==> src/rtl/vtr_pkg.sv <==
`timescale 1ns/1ps
package vtr_pkg;

   // Where an accepted edge falls relative to the expected frame boundary.
   typedef enum logic [1:0] {
      POS_OUTSIDE = 2'd0,
      POS_EARLY   = 2'd1,
      POS_LATE    = 2'd2
   } win_pos_e;

   function automatic int unsigned vtr_max(input int unsigned a, input int unsigned b);
      return (a > b) ? a : b;
   endfunction

endpackage

==> src/rtl/vtr_edge_qual.sv <==
`timescale 1ns/1ps
module vtr_edge_qual #(
   parameter int QUAL_W = 4
) (
   input  logic              clk,
   input  logic              rst,
   input  logic              fv_raw,
   input  logic [QUAL_W-1:0] cfg_qual,
   output logic              acc_edge
);
   localparam int HW = QUAL_W + 1;

   logic          meta_q;
   logic          sync_q;
   logic [HW-1:0] high_run;

   always_ff @(posedge clk) begin
      if (rst) begin
         meta_q   <= 1'b0;
         sync_q   <= 1'b0;
         high_run <= '0;
      end else begin
         meta_q <= fv_raw;
         sync_q <= meta_q;
         if (!sync_q)
            high_run <= '0;
         else if (high_run != '1)
            high_run <= high_run + 1'b1;
      end
   end

   // The run counter is one bit wider than the threshold, so it always
   // passes the threshold once and never parks on it.
   assign acc_edge = sync_q && (high_run == {1'b0, cfg_qual});

   a_r3_single_accept: assert property (@(posedge clk) disable iff (rst)
      acc_edge |=> !acc_edge);

endmodule

==> src/rtl/vtr_frame_ctr.sv <==
`timescale 1ns/1ps
module vtr_frame_ctr #(
   parameter int CNT_W = 12
) (
   input  logic             clk,
   input  logic             rst,
   input  logic             load,
   input  logic [CNT_W-1:0] cfg_act_px,
   input  logic [CNT_W-1:0] cfg_hblank,
   input  logic [CNT_W-1:0] cfg_act_ln,
   input  logic [CNT_W-1:0] cfg_vblank,
   output logic             running,
   output logic [CNT_W:0]   hcnt,
   output logic [CNT_W:0]   vcnt,
   output logic [CNT_W:0]   h_last,
   output logic [CNT_W:0]   v_last,
   output logic [CNT_W-1:0] lat_hb,
   output logic [CNT_W-1:0] lat_vb,
   output logic             fv,
   output logic             lv
);
   localparam int TW = CNT_W + 1;

   logic [CNT_W-1:0] lat_px;
   logic [CNT_W-1:0] lat_ln;
   logic             end_line;
   logic             end_frame;

   always_comb begin
      h_last    = TW'(lat_hb) + TW'(lat_px) - 1'b1;
      v_last    = TW'(lat_ln) + TW'(lat_vb) - 1'b1;
      end_line  = (hcnt == h_last);
      end_frame = end_line && (vcnt == v_last);
   end

   always_ff @(posedge clk) begin
      if (rst) begin
         running <= 1'b0;
         hcnt    <= '0;
         vcnt    <= '0;
         lat_px  <= '0;
         lat_hb  <= '0;
         lat_ln  <= '0;
         lat_vb  <= '0;
      end else if (load || (running && end_frame)) begin
         running <= 1'b1;
         hcnt    <= '0;
         vcnt    <= '0;
         lat_px  <= cfg_act_px;
         lat_hb  <= cfg_hblank;
         lat_ln  <= cfg_act_ln;
         lat_vb  <= cfg_vblank;
      end else if (running) begin
         if (end_line) begin
            hcnt <= '0;
            vcnt <= vcnt + 1'b1;
         end else begin
            hcnt <= hcnt + 1'b1;
         end
      end
   end

   assign fv = running && (vcnt < TW'(lat_ln));
   assign lv = fv && (hcnt >= TW'(lat_hb));

   a_r4_h_bound: assert property (@(posedge clk) disable iff (rst)
      running |-> (hcnt <= h_last));

   a_r4_step: assert property (@(posedge clk) disable iff (rst)
      (running && !load && !end_line) |=> (hcnt == $past(hcnt) + 1'b1));

   a_r6_hold_cfg: assert property (@(posedge clk) disable iff (rst)
      (running && !load && !end_frame) |=> ($stable(lat_px) && $stable(lat_ln)));

endmodule

==> src/rtl/vtr_window.sv <==
`timescale 1ns/1ps
module vtr_window
   import vtr_pkg::*;
#(
   parameter int CNT_W = 12,
   parameter int WIN_W = 4
) (
   input  logic [CNT_W:0]   hcnt,
   input  logic [CNT_W:0]   vcnt,
   input  logic [CNT_W:0]   h_last,
   input  logic [CNT_W:0]   v_last,
   input  logic [CNT_W-1:0] lat_hb,
   input  logic [CNT_W-1:0] lat_vb,
   input  logic [WIN_W-1:0] win,
   output logic             in_win
);
   localparam int SW = int'(vtr_max(CNT_W, WIN_W)) + 2;

   logic [SW-1:0] h_x, w_x, last_x, hb_x;
   win_pos_e      pos;

   always_comb begin
      h_x    = SW'(hcnt);
      w_x    = SW'(win);
      last_x = SW'(h_last);
      hb_x   = SW'(lat_hb);
      pos    = POS_OUTSIDE;
      // Early side: tail of the final blanking line.
      if ((lat_vb != '0) && (vcnt == v_last) && (h_x + w_x >= last_x))
         pos = POS_EARLY;
      // Late side: head of line 0, kept inside horizontal blanking.
      else if ((vcnt == '0) && (h_x < w_x) && (h_x < hb_x))
         pos = POS_LATE;
      in_win = (pos != POS_OUTSIDE);
   end

endmodule

==> src/rtl/vid_timing_regen.sv <==
`timescale 1ns/1ps
module vid_timing_regen #(
   parameter int CNT_W      = 12,
   parameter int QUAL_W     = 4,
   parameter int WIN_W      = 4,
   parameter bit HAS_RESYNC = 1'b1
) (
   input  logic              clk,
   input  logic              rst,
   input  logic              fv_raw,
   input  logic              resync_en,
   input  logic [QUAL_W-1:0] cfg_qual,
   input  logic [WIN_W-1:0]  cfg_window,
   input  logic [CNT_W-1:0]  cfg_act_px,
   input  logic [CNT_W-1:0]  cfg_hblank,
   input  logic [CNT_W-1:0]  cfg_act_ln,
   input  logic [CNT_W-1:0]  cfg_vblank,
   output logic              fv_out,
   output logic              lv_out,
   output logic              px_en,
   output logic              armed,
   output logic              edge_miss
);
   if (CNT_W < 2 || CNT_W > 24) begin : g_bad_cnt
      $error("CNT_W must lie in 2..24");
   end
   if (QUAL_W < 1 || QUAL_W > 16) begin : g_bad_qual
      $error("QUAL_W must lie in 1..16");
   end
   if (WIN_W < 1 || WIN_W > CNT_W) begin : g_bad_win
      $error("WIN_W must lie in 1..CNT_W");
   end

   logic             acc_edge;
   logic             in_win;
   logic             load;
   logic [CNT_W:0]   hcnt, vcnt, h_last, v_last;
   logic [CNT_W-1:0] lat_hb, lat_vb;
   logic             fv_i, lv_i;
   logic             miss_q;

   vtr_edge_qual #(.QUAL_W(QUAL_W)) u_qual (
      .clk      (clk),
      .rst      (rst),
      .fv_raw   (fv_raw),
      .cfg_qual (cfg_qual),
      .acc_edge (acc_edge)
   );

   vtr_frame_ctr #(.CNT_W(CNT_W)) u_ctr (
      .clk        (clk),
      .rst        (rst),
      .load       (load),
      .cfg_act_px (cfg_act_px),
      .cfg_hblank (cfg_hblank),
      .cfg_act_ln (cfg_act_ln),
      .cfg_vblank (cfg_vblank),
      .running    (armed),
      .hcnt       (hcnt),
      .vcnt       (vcnt),
      .h_last     (h_last),
      .v_last     (v_last),
      .lat_hb     (lat_hb),
      .lat_vb     (lat_vb),
      .fv         (fv_i),
      .lv         (lv_i)
   );

   if (HAS_RESYNC) begin : g_win
      vtr_window #(.CNT_W(CNT_W), .WIN_W(WIN_W)) u_win (
         .hcnt   (hcnt),
         .vcnt   (vcnt),
         .h_last (h_last),
         .v_last (v_last),
         .lat_hb (lat_hb),
         .lat_vb (lat_vb),
         .win    (cfg_window),
         .in_win (in_win)
      );
      assign load = acc_edge && (!armed || (resync_en && in_win));
   end else begin : g_nowin
      assign in_win = 1'b1;
      assign load   = acc_edge && !armed;
   end

   always_ff @(posedge clk) begin
      if (rst) miss_q <= 1'b0;
      else     miss_q <= armed && acc_edge && !in_win;
   end

   assign fv_out    = fv_i;
   assign lv_out    = lv_i;
   assign px_en     = lv_i;
   assign edge_miss = miss_q;

   a_r1_reset_idle: assert property (@(posedge clk)
      rst |=> (!armed && !fv_out && !lv_out && !edge_miss));

   a_r7_no_restart: assert property (@(posedge clk) disable iff (rst)
      (armed && !resync_en && !((hcnt == h_last) && (vcnt == v_last)))
      |=> !((hcnt == '0) && (vcnt == '0)));

   a_r9_miss_armed: assert property (@(posedge clk) disable iff (rst)
      edge_miss |-> $past(armed));

endmodule

==> config.mk <==
export PLATFORM = sky130hd
export DESIGN_NAME = vid_timing_regen
export DESIGN_NICKNAME = d
export VERILOG_FILES = /design/src/rtl/vtr_pkg.sv /design/src/rtl/vtr_edge_qual.sv /design/src/rtl/vtr_frame_ctr.sv /design/src/rtl/vtr_window.sv /design/src/rtl/vid_timing_regen.sv
export SDC_FILE = /design/constraint.sdc
export NUM_CORES = 1
export LEC_CHECK = 0
export ABC_CLOCK_PERIOD_IN_PS = 4900
export BUFFER_PORTS_ARGS = -buffer_cell sky130_fd_sc_hd__buf_4
export CAP_MARGIN = 15
export CORE_MARGIN = 5
export CORE_UTILIZATION = 39
export CTS_CLUSTER_DIAMETER = 80
export DETAILED_ROUTE_END_ITERATION = 7
export PLACE_DENSITY = 0.53
export SYNTH_ARGS = -nofsm -noshare
export SYNTH_HDL_FRONTEND = slang
export SYNTH_SLANG_ARGS = --single-unit
==> constraint.sdc <==
create_clock -name clk -period 4.9 [get_ports clk]
set_clock_uncertainty 0.15 [all_clocks]
set_input_delay 0.735 -clock clk [delete_from_list [all_inputs] [get_ports clk]]
set_output_delay 0.735 -clock clk [all_outputs]
set_load 0.005 [all_outputs]
Word-level counts from Yosys, hierarchy flattened
Index checks and enable logic that the tools add are counted.
- output and inout bits: 5
- bits in registers: 83
- bits of input ports: 60
- memory bits (read-only): 0
- latch bits: 0
- memories: 0
- RAM bits: 0
- word-level logic and storage cells: 55
- shift operators: 0
- multipliers: 0
- multiplexer cells: 3
- reduce and logical (&&, ||, !) cells: 23
- eq/ne operators: 4
- bitwise operators: 1
- magnitude comparators: 5
- divide/modulo/power cells: 0
- $add $sub $neg: 8
- operators by type and width (cell ; count):
    adder 12 x 12 -> 13 bit ; 2
    adder 13 x 1 -> 13 bit (second input constant) ; 2
    equality test 13 bit ; 2
    less-than comparator 13 x 12 -> 1 bit ; 2
    subtractor 13 x 1 -> 13 bit (second input constant) ; 2
    adder 13 x 4 -> 14 bit ; 1
    >= comparator 14 x 13 -> 1 bit ; 1
    >= comparator 13 x 12 -> 1 bit ; 1
    logical AND 1 bit ; 13
    logical NOT 13 bit ; 1
    less-than comparator 13 x 4 -> 1 bit ; 1
    two-way mux 13 bit ; 1
    nonzero test 12 bit ; 1
    adder 5 x 1 -> 5 bit (second input constant) ; 1
    equality test 5 x 4 -> 1 bit ; 1
    inequality test 5 bit (second input constant) ; 1
    two-way mux 2 bit ; 2
    OR reduction 2 bit ; 2
    logical NOT 1 bit ; 2
    logical OR 1 bit ; 2
    AND reduction 2 bit ; 1
    nonzero test 2 bit ; 1
    NOT 1 bit ; 1

Logic depth before layout (Yosys ltp)
Gate-level depths: netlist (run 1).
- depth after elaboration: 12
- gate-level depth with buffers: 21
- depth with buffers taken out: 19

Hierarchy
A second synthesis (run 1) with hierarchy kept.
- cells, all modules: 917
- area, all modules: 7497.2 um2
- by module, submodules not included (module ; area each (um2) ; cells an instance ; instances ; seq. area each (um2)):
    vtr_frame_ctr ; 5923.2 ; 715 ; 1 ; 1501.4
    vtr_window ; 1189.9 ; 163 ; 1 ; 0.0
    vtr_edge_qual ; 332.8 ; 34 ; 1 ; 140.1
    vid_timing_regen ; 51.3 ; 5 ; 1 ; 20.0

Worst setup path after synthesis (run 1)
Ideal clock, no wire load.
- path type: register -> register
- start point: register u_ctr.lat_px[1]
- end point: register u_ctr.lat_hb[10]
- cell stages (with the launch flop): 22
- slack: 0.580 ns
- data required time: 4.678 ns
- setup time: 0.072 ns
- data arrival time: 4.099 ns
- buffers on the path: 2
- clock period less this slack: 4.320 ns
- path through: dfxtp_1 inv_1 ha_1 inv_1 ha_1 inv_1 fa_1 nor2b_1 o2111ai_1 nand3_1 nand3_1 ha_1 a211o_1 a2111oi_0 o21ai_0 a211o_1 and3_1 a22o_1 a21oi_2 buf_6 buf_6 mux2i_1
- word-level cells in the longest chain between the ends: 10
- elaborated cells between the ends (all ways): 13
- classes of those cells: add/sub (2); order compare (1); eq/ne (1); mux (1); reduce/logical (8)
- RTL lines (item ; line ; source):
    start, declared ; vtr_frame_ctr.sv:24 ; logic [CNT_W-1:0] lat_px;
    start signal, assigned ; vtr_frame_ctr.sv:49 ; lat_px <= cfg_act_px;
    adder 12 x 12 -> 13 bit * ; vtr_frame_ctr.sv:30 ; h_last = TW'(lat_hb) + TW'(lat_px) - 1'b1;
    subtractor 13 x 1 -> 13 bit * ; vtr_frame_ctr.sv:30 ;
    >= comparator 14 x 13 -> 1 bit ; vtr_window.sv:29 ; if ((lat_vb != '0) && (vcnt == v_last) && (h_x + w_x >= last_x))
    logical AND 1 bit ; vtr_window.sv:29 ;
    two-way mux 2 bit ; vtr_window.sv:29 ;
    nonzero test 2 bit ; vtr_window.sv:34 ; in_win = (pos != POS_OUTSIDE);
    logical AND 1 bit ; vid_timing_regen.sv:80 ; assign load = acc_edge && (!armed || (resync_en && in_win));
    logical OR 1 bit ; vid_timing_regen.sv:80 ;
    logical AND 1 bit ; vid_timing_regen.sv:80 ;
    logical OR 1 bit * ; vtr_frame_ctr.sv:45 ; end else if (load || (running && end_frame)) begin
    end signal, assigned ; vtr_frame_ctr.sv:50 ; lat_hb <= cfg_hblank;
    end, declared ; vtr_frame_ctr.sv:17 ; output logic [CNT_W-1:0] lat_hb,
Mark *: on every way between the ends. The rest lies on a longest branch, timed or not.
A chain may end at the register's enable or synchronous reset.

Final worst setup path (run 1)
- start point: register u_ctr.lat_px[1]
- end point: register u_ctr.lat_px[6]
- word-level cells in the longest chain between the ends: 10
- elaborated cells between the ends (all ways): 13
- classes of those cells: add/sub (2); order compare (1); eq/ne (1); mux (1); reduce/logical (8)
- RTL lines (item ; line):
    adder 12 x 12 -> 13 bit * ; vtr_frame_ctr.sv:30
    subtractor 13 x 1 -> 13 bit * ; vtr_frame_ctr.sv:30
    >= comparator 14 x 13 -> 1 bit ; vtr_window.sv:29
    logical AND 1 bit ; vtr_window.sv:29
    two-way mux 2 bit ; vtr_window.sv:29
    nonzero test 2 bit ; vtr_window.sv:34
    logical AND 1 bit ; vid_timing_regen.sv:80
    logical OR 1 bit ; vid_timing_regen.sv:80
    logical AND 1 bit ; vid_timing_regen.sv:80
    logical OR 1 bit * ; vtr_frame_ctr.sv:45
Marks and branches as above.

==> results.cfg, run 1 <==
[min_path]
hold_path_class = flip-flop to flip-flop
hold_depth = 1
whs_endpoint = u_qual.sync_q$_SDFF_PP0_
hp-start = u_qual.meta_q$_SDFF_PP0_

[setup_path]
crit_fanout = 26
worstRegToRegCells = 21
slowest_delay_ns = 0.41
cp.arrival_ns = 4.75
worstReg2RegStart = u_ctr.lat_px[1]$_SDFFE_PP0P_
r2r_setup_slack_ns = 0.28
worst_ep_required_time_ns = 5.03
end_kind = flip-flop
cp_cell_sequence = inv_1 > ha_1 > inv_1 > ha_1 > inv_1 > fa_1 > nor2b_2 > o2111ai_2 > a21o_1 > nand3_1 > ha_1 > a211o_1 > a2111oi_2 > o21ai_1 > a211o_1 > and3_1 > a22o_1 > a21oi_4 > buf_12 > buf_16 > mux2i_1
critical_path_class = flip-flop to flip-flop
cp_slowest_cell = fa_1
startpoint_type = flip-flop
timing.rr.end = u_ctr.lat_px[6]$_SDFFE_PP0P_

[routing]
dr_total_vias = 6073
firstDrtPassIters = 7
wl_met1_mm = 9.86
ant_nets = 0
avgViaCountPerCell = 5.13
wl_per_cell_um = 16.1
wl_met3_um = 659
wl_met2_mm = 8.31
wirelength_mm = 19.0
top_layer = met4
drtIter0Drc = 390
drc = 0

[final_layout]
syn2layout_area_growth_pct = 14.9
insertedDiodeCount = 0
drive_gt1_share_pct = 13.1
multiInputGateArea_um2 = 4890
nets = 1109
seq_area_um2 = 1660
final-instance-count-excl-fill = 1184
layout_commonest_cell = nand2_1
final_cell_mix = 131 x nand2_1, 120 x inv_1, 95 x ha_1
n_fill_cell = 1819

[power_and_ir_drop]
p_sw_share_pct = 24.6
p_comb_share_pct = 11.2
cellPowerDensity_nw_per_um2 = 184
p_leak_uw = 0.00409
intPower_uw = 1150
power.switching_uw = 375
ir_drop_mv = 0.184
p_seq_share_pct = 44.6
fin_total_pwr_uw = 1530
power_frac_clock_pct = 44.2

[global_routing]
antenna_found_initial = 0
grt_pass1_wl_mm = 30.2
grt_pass1_vias = 5702
grt_max_degree = 66
grt.total_usage_pct = 17.5
grt_overflow_total = 0

[floorplanning]
die_h_um = 146
fp.coreArea_um2 = 18100
dieArea_um2 = 21300
initial_core_util_pct = 39.9
rows = 49
die_x_um = 146
boundaryPins = 65

[sta]
worstMarginPinSlew_ns = 0.880
finalSetupViolCount = 0
final_max_slew_viol_count = 0
maxSlewHeadroom_pct = 41.3
hold_violations = 0
fin_crit_sh_pct = 94.2
min_period_ns = 4.62
fmax_mhz = 217
finalSetupTns_ns = 0

[clock_tree]
clockBufferDepth = 2
clk_pin_slew_ns = 0.06
htree_levels = 3
cts_tree = done
clock_latency_ns = 0.35
clock_sinks = 83
cts_root_buffer = clkbuf_16
holdBufCountCts = 0
numCtsBuffers = 9

[synthesis]
synth-edff-count = 0
synthFlopType = dfxtp_1
synthAdderAreaFrac_pct = 17.3
synth_top_family_by_area = simple AND/OR/NAND/NOR gates
syn_area_um2 = 7210
synth_xor_xnor_area_share_pct = 9.06
ys.warnings.count = 0
synth_compound_area_share_pct = 13.2
syn_area_per_cell_um2 = 8.05
synthMuxAreaShare_pct = 7.36
yosysSeqAreaShare_pct = 23.0
ys_types = 67
ys_ff_latch = 83
async_flop_share_pct = 0
synth_fp_nets = 1054
synth-simple-area-share_pct = 20.3
syn_inst = 896

[placed_design]
numPortBuffers = 64
place_congestion = 0.867
place_inst = 1166
dp_hpwl_mm = 14.6

[run]
drv_cap = 0

[outcome]
status = finished, final reports clean
routing by layer:
metal	global-route usage [%]	vias up
met5	0	-
met4	3.72	0
met3	3.27	15
met2	26.7	103
met1	25.6	2778
li1	-	3177
power by group through the flow:
stage / Clock [µW] / Combinational [µW] / Sequential [µW]
5_1_grt: 712 / 190 / 680
3_5_place_dp: 0 / 170 / 696
6_report: 674 / 171 / 680
4_1_cts: 688 / 171 / 680
2_1_floorplan: 0 / 102 / 695
3_3_place_gp: 0 / 170 / 696
worst max-delay path: cells and delay by family, from the launching register on:
kind	cells	cell delay [ns]
AO/OA/AOI/OAI	8	1.81
AND/OR/NAND/NOR	3	0.44
buffers and inverters	5	0.51
multiplexers	1	0.19
flip-flops	1	0.33
adder cells (fa/ha/maj)	4	1.11
synth_stat cells (8+ instances only):
| cell | instances | area share, % |
|---|---|---|
| nand2_1 | 131 | 6.8 |
| inv_1 | 121 | 6.3 |
| ha_1 | 95 | 16 |
| dfxtp_1 | 83 | 23 |
| mux2i_1 | 53 | 7.4 |
| xnor2_1 | 39 | 4.7 |
| nor2_1 | 36 | 1.9 |
| a21oi_1 | 29 | 2.0 |
| clkbuf_1 | 27 | 1.4 |
| xor2_1 | 24 | 2.9 |
| nand3_1 | 22 | 1.5 |
| nor4_1 | 22 | 1.9 |
| nand4_1 | 16 | 1.4 |
| and3_1 | 15 | 1.3 |
| nor2b_1 | 14 | 1.2 |
| a21o_1 | 13 | 1.4 |
| o21ai_0 | 13 | 0.90 |
| nor3_1 | 12 | 0.83 |
| o21a_1 | 12 | 1.2 |
| buf_6 | 9 | 1.4 |
| o211a_1 | 8 | 1.1 |
cell families after synthesis:
group / after synthesis
adder cells (fa/ha/maj): 98
XOR/XNOR: 68
AO/OA/AOI/OAI: 130
multiplexers: 53
flip-flops: 83
AND/OR/NAND/NOR: 300
buffers and inverters: 164
stage by stage:
| stage | hold WS [ns] | utilization [%] | cell area (µm²) | worst slack [ns] |
|---|---|---|---|---|
| after detailed placement | 0.278 | 43.7 | 7910 | 0.0523 |
| final | 0.287 | 45.8 | 8290 | 0.284 |
| after global placement | 0.293 | 43.7 | 7910 | 0.166 |
| after CTS | 0.292 | 45.3 | 8190 | 0.0219 |
| after global routing | 0.311 | 45.8 | 8290 | -0.0197 |
| after floorplan | 0.264 | - | 7210 | 0.580 |
registers in the layout, summed over array words and instances (netlist names):
register,flops
u_qual.high_run,5
edge_miss,1
u_ctr.hcnt,13
u_ctr.lat_vb,12
u_ctr.running,1
u_qual.meta_q,1
u_ctr.vcnt,13
u_ctr.lat_ln,12
u_ctr.lat_px,12
u_qual.sync_q,1
u_ctr.lat_hb,12
how the worst max path moves through the flow:
| stage | cells after the start | to | startpoint |
|---|---|---|---|
| floorplan | 21 | u_ctr.lat_hb[10]$_SDFFE_PP0P_ | u_ctr.lat_px[1]$_SDFFE_PP0P_ |
| global placement | 20 | u_ctr.lat_px[5]$_SDFFE_PP0P_ | u_ctr.lat_px[1]$_SDFFE_PP0P_ |
| CTS | 20 | u_ctr.lat_ln[1]$_SDFFE_PP0P_ | u_ctr.lat_px[1]$_SDFFE_PP0P_ |
| finish | 21 | u_ctr.lat_px[6]$_SDFFE_PP0P_ | u_ctr.lat_px[1]$_SDFFE_PP0P_ |
| global route | 21 | u_ctr.lat_ln[6]$_SDFFE_PP0P_ | u_ctr.lat_hb[1]$_SDFFE_PP0P_ |
| detailed placement | 20 | u_ctr.lat_ln[1]$_SDFFE_PP0P_ | u_ctr.lat_px[1]$_SDFFE_PP0P_ |
layout make-up:
type	count	share of cell area, %
timing repair buffer	87	8.62
multi-input combinational	649	59.0
clock inverter	5	0.664
tap	229	3.46
inverter	121	5.50
clock buffer	10	2.76
sequential	83	20.0
timing repair:
item | 4_1_cts | 5_1_grt
setup buffers | 0 | 1
gates resized for setup | 0 | 13
endpoints found under the setup margin | 0 | 65
(Power assumes the default switching activity.)
==> run 2, diff against run 1 <==
==> constraint.sdc (replaced) <==
create_clock -name clk -period 4.9 [get_ports clk]
set_clock_uncertainty 0.15 [all_clocks]
set_input_delay 0.49 -clock clk [delete_from_list [all_inputs] [get_ports clk]]
set_output_delay 0.49 -clock clk [all_outputs]
set_load 0.005 [all_outputs]
==> run 2 against run 1 <==
- clock power rose by 9.1%
- sequential power barely moved
- largest cell class unchanged
- hold slack got worse by 0.076 ns
- via count fell by 0.28%
- flip-flop and latch count did not move
- combinational power barely moved
- non-clock buffer count did not move
- power rose by 3.9%
==> results.cfg, run 2 (synthesis gave the netlist of run 1 again) <==
[clock_tree]
clock_sinks = 83
cts_tree = done
cts_root_buffer = clkbuf_16
clockBufferDepth = 2
clk_pin_slew_ns = 0.06
numCtsBuffers = 9
clock_latency_ns = 0.34
htree_levels = 3

[final_layout]
final_cell_mix = 131 x nand2_1, 120 x inv_1, 95 x ha_1
seq_area_um2 = 1660
fin_area_um2 = 8320
insertedDiodeCount = 0
syn2layout_area_growth_pct = 15.3
multiInputGateArea_um2 = 4880
nets = 1109
layout_commonest_cell = nand2_1
largestRegisters = u_ctr.hcnt x13, u_ctr.vcnt x13
n_fill_cell = 1815
drive_gt1_share_pct = 13.0

[sta]
hold_violations = 0
maxSlewHeadroom_pct = 56.3
fin_crit_sh_pct = 94.1
fmax_mhz = 217
hold_slack_ns = 0.211
worstMarginPinSlew_ns = 0.655
finalSetupViolCount = 0
final_max_slew_viol_count = 0
min_period_ns = 4.61

[global_routing]
grt_pass1_wl_mm = 29.7
grt_max_degree = 50
grt.total_usage_pct = 17.1
antenna_found_initial = 0
grt_pass1_vias = 5610
grt_overflow_total = 0

[setup_path]
end_kind = flip-flop
path_delay_family = compound AO/OA/AOI/OAI gates
startpoint_type = flip-flop
critical_path_class = flip-flop to flip-flop
cp_slowest_cell = a2111oi_0
crit_fanout = 17
critPathBufInv = 4
cp.arrival_ns = 4.74
cp_cell_sequence = inv_1 > ha_1 > inv_1 > ha_1 > a2111oi_0 > o21ai_1 > and2_1 > xnor2_1 > ha_1 > a211o_1 > a2111oi_2 > o21ai_1 > a211o_1 > and3_1 > a22o_1 > a21oi_4 > buf_12 > clkbuf_16 > mux2i_1
crit_path_frequent_cell = ha_1
slowest_delay_ns = 0.44
worst_ep_required_time_ns = 5.02

[floorplanning]
dieArea_um2 = 21300
rows = 49
die_x_um = 146
initial_core_util_pct = 39.9
fp.coreArea_um2 = 18100
die_h_um = 146
boundaryPins = 65

[power_and_ir_drop]
p_leak_uw = 0.00411
ir_drop_mv = 0.197
cellPowerDensity_nw_per_um2 = 191

[placed_design]
place_congestion = 0.859
dp_hpwl_mm = 14.5
numPortBuffers = 64
dpl_cell_area_um2 = 7900

[run]
drv_cap = 0

[routing]
dr_total_vias = 6056
wirelength_mm = 18.6
ant_nets = 0
firstDrtPassIters = 4
wl_per_cell_um = 15.7
drtIter0Drc = 295
drc = 0
avgViaCountPerCell = 5.11

[outcome]
status = finished, final reports clean

[min_path]
hold_path_class = input pin to flip-flop
==> run 2: cell count changes in the layout (fill, tap and decap cells not counted), sizes merged <==
cell	previous run	this run
bufinv	1	2
clkbuf	11	12
clkinvlp	2	0
inv	120	121
clkinv	3	2
==> run 2: final timing paths <==
kind | from | to | slack, ns | cells past startpoint
setup / recovery | u_ctr.lat_hb[7]$_SDFFE_PP0P_ | u_ctr.lat_ln[2]$_SDFFE_PP0P_ | 0.29 | 19
hold / removal | fv_raw | u_qual.meta_q$_SDFF_PP0_ | 0.21 | 2
setup reg to reg | u_ctr.lat_hb[7]$_SDFFE_PP0P_ | u_ctr.lat_ln[2]$_SDFFE_PP0P_ | 0.29 | 19
hold reg to reg | u_ctr.lat_px[10]$_SDFFE_PP0P_ | u_ctr.lat_px[10]$_SDFFE_PP0P_ | 0.31 | 2
==> run 2: layout make-up <==
class | count | area share [%]
Sequential cell | 83 | 20.0
Timing Repair Buffer | 87 | 8.64
Clock inverter | 4 | 0.888
Inverter | 121 | 5.48
Multi-Input combinational cell | 649 | 58.7
Tap cell | 229 | 3.45
Clock buffer | 11 | 2.92
==> run 2: worst reg2reg max path, cell delays in order (launching register included) <==
cell	delay [ns]
dfxtp_1	0.33
inv_1	0.08
ha_1	0.28
inv_1	0.04
ha_1	0.35
a2111oi_0	0.44
o21ai_1	0.19
and2_1	0.25
xnor2_1	0.14
ha_1	0.20
a211o_1	0.28
a2111oi_2	0.32
o21ai_1	0.11
a211o_1	0.29
and3_1	0.18
a22o_1	0.22
a21oi_4	0.15
buf_12	0.15
clkbuf_16	0.21
mux2i_1	0.20
==> run 2: metrics by stage <==
step | setup slack, ns | TNS (ns) | utilization (%) | power, µW | std cells
6_report | 0.288 | 0 | 46.0 | 1590 | 1184
5_1_grt | -0.00629 | -0.0185 | 46.0 | 1650 | 1184
4_1_cts | 0.0684 | 0 | 45.4 | 1600 | 1180
3_5_place_dp | 0.0809 | 0 | 43.7 | 865 | 1165
3_3_place_gp | 0.162 | 0 | 43.7 | 865 | 1165
2_1_floorplan | 0.580 | 0 | - | 797 | 896
==> run 2: timing repair <==
| item | CTS | global route |
|---|---|---|
| setup buffers | 0 | 3 |
| hold buffers | 0 | 0 |
| setup endpoints to repair | 0 | 74 |
| resized for setup | 0 | 12 |
==> run 2: layer usage <==
metal | routed length (µm) | share of wire, % | track usage (%)
met5 | 0 | 0 | 0
met4 | 222 | 1.2 | 3.76
met3 | 702 | 3.8 | 2.90
met2 | 7880 | 42 | 25.7
met1 | 9800 | 53 | 25.6
==> run 2: power by group <==
part | switching [µW] | internal, µW | leakage (µW)
Sequential | 2.54 | 678 | 0.000669
Combinational | 87.9 | 82.2 | 0.00329
Clock | 276 | 459 | 0.000156
Total | 367 | 1220 | 0.00411
